==> src/rtl/shape_gen_pkg.sv <==
package shape_gen_pkg;

  typedef enum logic [1:0] {
    SHP_RAMP   = 2'd0,
    SHP_TRI    = 2'd1,
    SHP_SQUARE = 2'd2,
    SHP_SINE   = 2'd3
  } shape_e;

  localparam int NUM_DUTY = 4;

  // duty code -> percent: 10, 30, 50, 70
  function automatic int duty_pct(input int code);
    return 10 + 20 * code;
  endfunction

  // rounded breakpoint phase for a duty code over 'steps' phases
  function automatic int duty_break(input int code, input int steps);
    return (duty_pct(code) * steps + 50) / 100;
  endfunction

endpackage

==> src/rtl/sgen_tick_div.sv <==
module sgen_tick_div #(
  parameter int DIV_W = 16
) (
  input  logic             clk_i,
  input  logic             rst_i,
  input  logic [DIV_W-1:0] div_i,
  output logic             tick_o
);

  logic [DIV_W-1:0] cnt_q;
  logic [DIV_W-1:0] eff_div;

  always_comb begin
    eff_div = (div_i == '0) ? DIV_W'(1) : div_i;
    tick_o  = (cnt_q >= eff_div - DIV_W'(1));
  end

  always_ff @(posedge clk_i) begin
    if (rst_i)       cnt_q <= '0;
    else if (tick_o) cnt_q <= '0;
    else             cnt_q <= cnt_q + DIV_W'(1);
  end


  cnt_wraps_chk: assert property (@(posedge clk_i) disable iff (rst_i)
    tick_o |=> (cnt_q == '0));


  zero_div_ticks_chk: assert property (@(posedge clk_i) disable iff (rst_i)
    (div_i == '0) |-> tick_o);

endmodule

==> src/rtl/sgen_phase_ctr.sv <==
module sgen_phase_ctr #(
  parameter int PHASE_W = 7
) (
  input  logic               clk_i,
  input  logic               rst_i,
  input  logic               tick_i,
  output logic [PHASE_W-1:0] phase_o
);

  logic [PHASE_W-1:0] phase_q;

  always_ff @(posedge clk_i) begin
    if (rst_i)       phase_q <= '0;
    else if (tick_i) phase_q <= phase_q + PHASE_W'(1);
  end

  assign phase_o = phase_q;


  phase_step_chk: assert property (@(posedge clk_i) disable iff (rst_i)
    tick_i |=> (phase_q == $past(phase_q) + PHASE_W'(1)));


  phase_hold_chk: assert property (@(posedge clk_i) disable iff (rst_i)
    !tick_i |=> $stable(phase_q));

endmodule

==> src/rtl/sgen_shape_logic.sv <==
module sgen_shape_logic
  import shape_gen_pkg::*;
#(
  parameter int PHASE_W  = 7,
  parameter int SAMPLE_W = 8
) (
  input  logic [PHASE_W-1:0]  phase_i,
  input  logic [1:0]          shape_i,
  input  logic [1:0]          duty_i,
  output logic [SAMPLE_W-1:0] sample_o
);

  localparam int STEPS = 1 << PHASE_W;
  localparam int TOP   = STEPS - 1;
  localparam int MAXV  = (1 << SAMPLE_W) - 1;

  logic [SAMPLE_W-1:0] tri_val [NUM_DUTY];
  logic [SAMPLE_W-1:0] sq_val  [NUM_DUTY];
  logic [SAMPLE_W-1:0] ramp_val;
  int                  ph;

  assign ph = int'(phase_i);

  generate
    for (genvar d = 0; d < NUM_DUTY; d++) begin : g_duty
      localparam int BRK  = duty_break(d, STEPS);
      localparam int FALL = TOP - BRK;
      always_comb begin
        if (ph <= BRK) tri_val[d] = SAMPLE_W'((ph * MAXV) / BRK);
        else           tri_val[d] = SAMPLE_W'(((TOP - ph) * MAXV) / FALL);
        sq_val[d] = (ph < BRK) ? SAMPLE_W'(MAXV) : '0;
      end
    end
  endgenerate

  generate
    if (SAMPLE_W > PHASE_W) begin : g_ramp_wide
      assign ramp_val = SAMPLE_W'(phase_i) << (SAMPLE_W - PHASE_W);
    end else begin : g_ramp_narrow
      assign ramp_val = phase_i[PHASE_W-1 -: SAMPLE_W];
    end
  endgenerate

  always_comb begin
    unique case (shape_e'(shape_i))
      SHP_RAMP:   sample_o = ramp_val;
      SHP_TRI:    sample_o = tri_val[duty_i];
      SHP_SQUARE: sample_o = sq_val[duty_i];
      default:    sample_o = '0;
    endcase
  end

endmodule

==> src/rtl/shape_sample_gen.sv <==
module shape_sample_gen
  import shape_gen_pkg::*;
#(
  parameter int DIV_W    = 16,
  parameter int PHASE_W  = 7,
  parameter int SAMPLE_W = 8
) (
  input  logic                clk_i,
  input  logic                rst_i,
  input  logic [1:0]          shape_i,
  input  logic [1:0]          duty_i,
  input  logic [DIV_W-1:0]    rate_div_i,
  output logic [SAMPLE_W-1:0] sample_o,
  output logic [PHASE_W-1:0]  phase_o,
  output logic                valid_o
);

  localparam int MAXV = (1 << SAMPLE_W) - 1;

  logic                tick;
  logic [PHASE_W-1:0]  phase;
  logic [SAMPLE_W-1:0] shaped;
  logic [SAMPLE_W-1:0] sample_q;
  logic [PHASE_W-1:0]  phase_q;
  logic                valid_q;

  sgen_tick_div #(.DIV_W(DIV_W)) u_tick (
    .clk_i  (clk_i),
    .rst_i  (rst_i),
    .div_i  (rate_div_i),
    .tick_o (tick)
  );

  sgen_phase_ctr #(.PHASE_W(PHASE_W)) u_phase (
    .clk_i   (clk_i),
    .rst_i   (rst_i),
    .tick_i  (tick),
    .phase_o (phase)
  );

  sgen_shape_logic #(.PHASE_W(PHASE_W), .SAMPLE_W(SAMPLE_W)) u_shape (
    .phase_i  (phase),
    .shape_i  (shape_i),
    .duty_i   (duty_i),
    .sample_o (shaped)
  );

  always_ff @(posedge clk_i) begin
    if (rst_i) begin
      sample_q <= '0;
      phase_q  <= '0;
      valid_q  <= 1'b0;
    end else begin
      valid_q <= tick;
      if (tick) begin
        sample_q <= shaped;
        phase_q  <= phase;
      end
    end
  end

  assign sample_o = sample_q;
  assign phase_o  = phase_q;
  assign valid_o  = valid_q;


  rst_clear_chk: assert property (@(posedge clk_i)
    $past(rst_i) |-> (!valid_o && sample_o == '0 && phase_o == '0));


  ramp_value_chk: assert property (@(posedge clk_i) disable iff (rst_i)
    (valid_o && $past(shape_i) == SHP_RAMP) |-> (sample_o == {phase_o, 1'b0}));


  square_level_chk: assert property (@(posedge clk_i) disable iff (rst_i)
    (valid_o && $past(shape_i) == SHP_SQUARE)
      |-> (sample_o == '0 || sample_o == SAMPLE_W'(MAXV)));


  sine_zero_chk: assert property (@(posedge clk_i) disable iff (rst_i)
    (valid_o && $past(shape_i) == SHP_SINE) |-> (sample_o == '0));

endmodule

==> config.mk <==
export PLATFORM = sky130hd
export DESIGN_NAME = shape_sample_gen
export DESIGN_NICKNAME = d
export VERILOG_FILES = /design/src/rtl/shape_gen_pkg.sv /design/src/rtl/sgen_tick_div.sv /design/src/rtl/sgen_phase_ctr.sv /design/src/rtl/sgen_shape_logic.sv /design/src/rtl/shape_sample_gen.sv
export SDC_FILE = /design/constraint.sdc
export NUM_CORES = 1
export LEC_CHECK = 0
export ABC_CLOCK_PERIOD_IN_PS = 19890
export BUFFER_PORTS_ARGS = -buffer_cell sky130_fd_sc_hd__buf_2
export CAP_MARGIN = 20
export CELL_PAD_IN_SITES_DETAIL_PLACEMENT = 0
export CELL_PAD_IN_SITES_GLOBAL_PLACEMENT = 1
export CORE_ASPECT_RATIO = 1.1
export CORE_MARGIN = 2
export CORE_UTILIZATION = 40
export CTS_CLUSTER_SIZE = 20
export DETAILED_ROUTE_END_ITERATION = 7
export GPL_TIMING_DRIVEN = 0
export MAX_ROUTING_LAYER = met4
export PLACE_DENSITY = 0.78
export REMOVE_ABC_BUFFERS = 1
export SYNTH_ARGS = -nofsm -noshare
export SYNTH_HDL_FRONTEND = slang
export SYNTH_HIERARCHICAL = 1
export SYNTH_SLANG_ARGS = --single-unit
==> constraint.sdc <==
create_clock -name clk_i -period 19.89 [get_ports clk_i]
set_input_delay 0.9945 -clock clk_i [delete_from_list [all_inputs] [get_ports clk_i]]
set_output_delay 0.9945 -clock clk_i [all_outputs]
set_load 0.005 [all_outputs]
* Word-level counts from Yosys, hierarchy flattened *
Cells that the tools add are included.

cells by class
  order comparisons = 10
  reduce and logical (&&, ||, !) cells = 4
  multipliers = 2
  multiplexer cells = 16
  divide/modulo/power cells = 7
  $add $sub $neg = 5
  bitwise operators = 2
  equal/unequal tests = 2

operators with widths
  cell                                                             count
  divider 32 x 7 -> 32 bit (second input constant)                 3
  divider 32 x 8 -> 32 bit (second input constant)                 3
  2-to-1 mux 8 bit                                                 12
  binary-select mux 8 bit (select 2 bit)                           2
  divider 32 x 5 -> 32 bit (second input constant)                 1
  multiplier 32 x 9 -> 32 bit (second input constant)              1
  one-hot mux 8 bit (3 select lines)                               1
  adder 16 x 1 -> 16 bit (second input constant)                   1
  >= comparator 16 bit                                             1
  zero test 16 bit                                                 1
  2-to-1 mux 16 bit                                                1
  subtractor 16 x 1 -> 16 bit (second input constant)              1
  multiplier 7 x 8 -> 15 bit (second input constant)               1
  less-or-equal comparator 7 bit (second input constant)           2
  < comparator 7 bit (second input constant)                       2
  adder 8 x 1 -> 8 bit                                             1
  subtractor 7 x 7 -> 8 bit (first input constant)                 1
  adder 7 x 1 -> 7 bit (second input constant)                     1
  less-or-equal comparator 7 x 4 -> 1 bit (second input constant)  1
  less-or-equal comparator 7 x 6 -> 1 bit (second input constant)  1
  < comparator 7 x 4 -> 1 bit (second input constant)              1
  < comparator 7 x 6 -> 1 bit (second input constant)              1
  OR reduction 6 bit                                               1
  >= comparator 3 bit (second input constant)                      1
  6 further kinds                                                  6

word-level totals
  bits of input ports = 22
  register bits after elaboration = 39
  output and inout bits = 16
  logic and storage cells = 53

* Logic depth before layout (Yosys ltp) *
  word-level depth = 9
  gate-level depth with buffers = 64
  gate-level depth less buffers = 57

* Cells and area by module *
Netlist, hierarchy kept.

by module, submodules not included
  module            area an instance (um^2)  cells each  sequential area each (um^2)  times used
  sgen_shape_logic  21077.7                  3231        0.0                          1
  sgen_tick_div     1296.2                   160         320.3                        1
  shape_sample_gen  569.3                    50          320.3                        1
  sgen_phase_ctr    272.8                    29          140.1                        1

* Least setup slack after synthesis *
OpenSTA, ideal clock, no wires.

  path type = reg2reg
  start = reg u_phase.phase_q[0] (netlist: u_phase/phase_o[0])
  end = reg sample_q[6] (netlist: sample_o[6])
  required time = 19773 ps
  library setup time = 117 ps
  path buffers = 3
  arrival time = 13587 ps
  stages on the path, launching flop included = 55
  clock period less this slack = 13704 ps
  path slack = 6186 ps
  cell sequence = dfxtp_1 -> clkbuf_1 -> inv_1 -> ha_1 -> ha_1 -> inv_1 -> fa_1 -> inv_1 -> ha_1 -> fa_1 -> a211o_1 -> a41oi_4 -> xnor2_2 -> nor4_4 -> nand2_1 -> or4b_4 -> a22oi_2 -> mux2i_1 -> (+19 left out) -> a21oi_2 -> xnor2_1 -> ha_1 -> nand2b_1 -> a2111oi_0 -> nand3b_1 -> a211oi_1 -> nor3_1 -> a22oi_1 -> a21oi_1 -> ha_1 -> a21oi_1 -> xnor2_1 -> a211oi_1 -> a21oi_1 -> a311o_1 -> mux2i_1 -> nor2_1

on the way
  longest elaborated chain between the ends = 9
  elaborated cells between the ends (all ways) = 36
  those cells by class = 2 x add/sub; 2 x mul; 7 x div; 8 x order compare; 15 x mux; 1 x bitwise; 1 x reduce/logical

ends and longest elaborated chain
  element                                                              line                    source
  from (decl)                                                          sgen_phase_ctr.sv:10    logic [PHASE_W-1:0] phase_q;
  from (signal assigned)                                               sgen_phase_ctr.sv:14    else if (tick_i) phase_q <= phase_q + PHASE_W'(1);
  branches (longest 8 deep; another with multiplier 32 x 9 -> 32 bit)  -
  one-hot mux 8 bit (3 select lines) (*)                               sgen_shape_logic.sv:45  unique case (shape_e'(shape_i))
  named net shaped[6]                                                  shape_sample_gen.sv:22  logic [SAMPLE_W-1:0] shaped;
  to (signal assigned)                                                 shape_sample_gen.sv:56  sample_q <= shaped;
  to (decl)                                                            shape_sample_gen.sv:23  logic [SAMPLE_W-1:0] sample_q;

Mark *: on every way through the listed nets, which the timed path passes. The select of a mux whose other input is x is not followed.
A chain may end at the register's enable or synchronous reset.

* Worst setup path in the final report *
  start = reg u_phase.phase_q[5] (netlist: u_phase/phase_o[5])
  end = reg sample_q[4] (netlist: sample_o[4])

Same word-level chain as after synthesis.

==> out/qor.txt <==
Status -> finished with violations
Failing checks -> DRC
Die ar. -> 0.0600 sq mm
Final Core Density -> 0.428
Sink Count -> 39
Worst r2r src -> u_phase/phase_o[5]
Most common cell in the netlist -> nor2_1
H-tree lvl count -> 2
Final net count -> 3558
Vias in the first global route -> 24.9k
Top delay family on crit path -> compound AO/OA/AOI/OAI gates
First-pass GRT wire length -> 129 mm
YS warnings -> 6
Hpwl dp -> 62.5 mm
WP depth -> 54
Slew @ Worst Pin -> 1.13 ns
CP endpoint kind -> flop
WL/cell -> 19.2 um
Leading area contributor after synthesis -> xnor2_1
Layout area overhead -> 5.79%
Slew headroom -> 0.241
Initial cell density of the core -> 0.405
Clock transition at path regs -> 0.07 ns
CP Buf/Inv Count -> 5
Synth top area share -> 0.0668
Lkg Pwr -> 9.44 nW
Max cap viols -> 0
Largest net degree at the start of global routing -> 36
Hold Crit Class -> flop to flop
Synth Area in Compound Gates -> 0.389
Core ar. -> 0.0573 sq mm
Required @ worst endpoint -> 20.12 ns
Post-Layout Inst Area -> 0.0246 sq mm
Worst reg-to-reg path cell count -> 54
Cell variety after synth -> 128
Most used cell, CP -> ha_1
Crit-path slowest cell -> xor2_1
Dpl cell area -> 0.0244 sq mm
Mean Syn Cell Area -> 6.69 sq um
Final period util -> 0.880
Final antenna-violating net count -> 0
Combinational family with the most area after synthesis -> compound AO/OA/AOI/OAI gates
# IOs -> 38
Worst setup path startpoint -> u_phase/phase_o[5]
Post-Layout Cell Count -> 4139
R2r setup slk -> 2.39 ns
Initial antenna violation count -> 2
Crit-path max FO -> 14
Layout cells sized above 1 -> 0.0771
Hold buffers post-CTS -> 0
Seq/Total Area, Yosys -> 0.0336
PD cells -> 8.50 mW/mm^2
Post-CTS Resized -> 0
Final setup TNS -> 0 ns
Worst Path Arrival -> 17.74 ns
Synth Area in Simple Gates -> 0.281
DR vias -> 27.0k
PortBufs -> 37
Final Setup Violations -> 0
Top FF cell, synth -> dfxtp_1
FMAX -> 57.1 MHz
Total gr overflow -> 0
Max Buffers Root-to-Sink -> 2
1st-iter DRT viols -> 2299
Mapped Cells -> 3470
Mux cell area share after synthesis -> 0.0562
Post-synth EDFFs -> 0
Path type of the worst setup path -> flop to flop
Worst skew pair latency -> 0.30 ns
GRT Util Overall -> 0.263
Cell row count -> 92
Die Span Y -> 257 um
CTS tree -> built
Final wirelength -> 79.4 mm
Syn Std Cell Area -> 0.0232 sq mm
Vias per cell -> 6.52
Adder-Cell Fraction of Synth Area -> 0.102
TritonCTS Buffers -> 5
Root buf cell -> clkbuf_16
Final Hold Viols -> 0
Total Power -> 209 uW
CP max stage delay -> 0.87 ns
Critical path launch point type -> flop
Post-synth top cells -> nor2_1, nand2_1, o21ai_0
Peak VDD IR -> 0.0236 mV
Min Tclk post-route -> 17.50 ns
#FFs+latches synth -> 39
Ranking of synthesized cells by area -> xnor2_1, ha_1, nor2_1
RR Endpoint -> sample_o[4]
Setup Buffers After CTS -> 0
Cells after DPL -> 4127
Slew Viols, Final -> 0
RSZ-0062 raised after global routing -> false
RePlAce Congestion -> 0.942
Async S/R FF share, synth -> 0
Post-route DRC violation count -> 1
Clk_skew -> 0.00836 ns
Drt first pass iters -> 8
Synth Area in XOR/XNOR -> 0.0896
Worst Setup EP -> sample_o[4]
Die span in x -> 234 um
[worst reg2reg max path, delay by kind of cell (launching register included)]
kind	cells	cell delay, ns
buffers and inverters	5	0.97
XOR/XNOR	5	2.17
adder cells (fa/ha/maj)	6	2.21
flip-flops	1	0.72
AND/OR/NAND/NOR	8	2.40
multiplexers	4	1.29
AO/OA/AOI/OAI	26	7.69
[where the power goes]
group          internal [mW]  leakage, nW  switching [mW]
registers             0.0786        0.315        0.000643
logic                 0.0120         9.04          0.0188
clock network         0.0593       0.0838          0.0393
total                  0.150         9.44          0.0587
[cells by family (layout without fill, tap and decap cells)]
kind of cell	Yosys count	in the layout
adders and majority gates	173	173
AOI/OAI and AO/OA	1272	1272
muxes	121	121
and+or+nand+nor	1346	1346
buffers and inverters	284	200
other	0	1
xor gates and xnor gates	235	235
DFF	39	39
[cells in the final DEF (no fill, tap or decap), types with 50 or more instances in the layout]
cell      count
a211oi_1     61
a21o_1       50
a21oi_1     230
a31oi_1      82
and2_1       52
ha_1        118
inv_1       113
mux2i_1      84
nand2_1     336
nand3_1     139
nand4_1      54
nor2_1      363
nor3_1      135
o211ai_1     55
o21ai_0     234
xnor2_1     164
[worst min-delay path by stage]
stage                                  to  depth (start not counted)            start
final                     u_tick/cnt_q[0]                          1  u_tick/cnt_q[0]
after global routing      u_tick/cnt_q[0]                          1  u_tick/cnt_q[0]
after CTS                 u_tick/cnt_q[0]                          1  u_tick/cnt_q[0]
after detailed placement  u_tick/cnt_q[0]                          1  u_tick/cnt_q[0]
after global placement    u_tick/cnt_q[0]                          1  u_tick/cnt_q[0]
after floorplan           u_tick/cnt_q[0]                          1  u_tick/cnt_q[0]
[per-stage QoR]
stage                     hold slack (ns)  worst slack (ns)
after floorplan                     0.441              4.86
after CTS                           0.484              2.35
final                               0.487              2.39
after detailed placement            0.470              2.39
after global placement              0.468             0.209
after global routing                0.522              1.07
[state kept, by name (all words and copies together), names as in the netlist]
signal	flops
u_phase/phase_o	7
sample_o	8
valid_o	1
u_tick/cnt_q	16
phase_o	7
[metal layers]
layer  vias to the layer above  global-route usage  part of all wire  routed length [um]
li1                      13200                   -                 -                   -
met1                     12800               0.323              0.44               34900
met2                       821               0.458              0.49               38900
met3                       163              0.0122             0.040                3160
met4                         0              0.0888             0.031                2490
met5                         -                   -                 0                   0
[final cells by class]
| cell class | count | area [sq um] |
|---|---|---|
| Fill cell | 6126 | 32800 |
| Multi-Input combinational cell | 3147 | 21500 |
| Tap cell | 752 | 941 |
| Sequential cell | 39 | 781 |
| Timing Repair Buffer | 79 | 729 |
| Inverter | 113 | 424 |
| Clock buffer | 5 | 125 |
| Clock inverter | 3 | 43.8 |
| Antenna cell | 1 | 2.50 |
(Power assumes the default switching activity.)
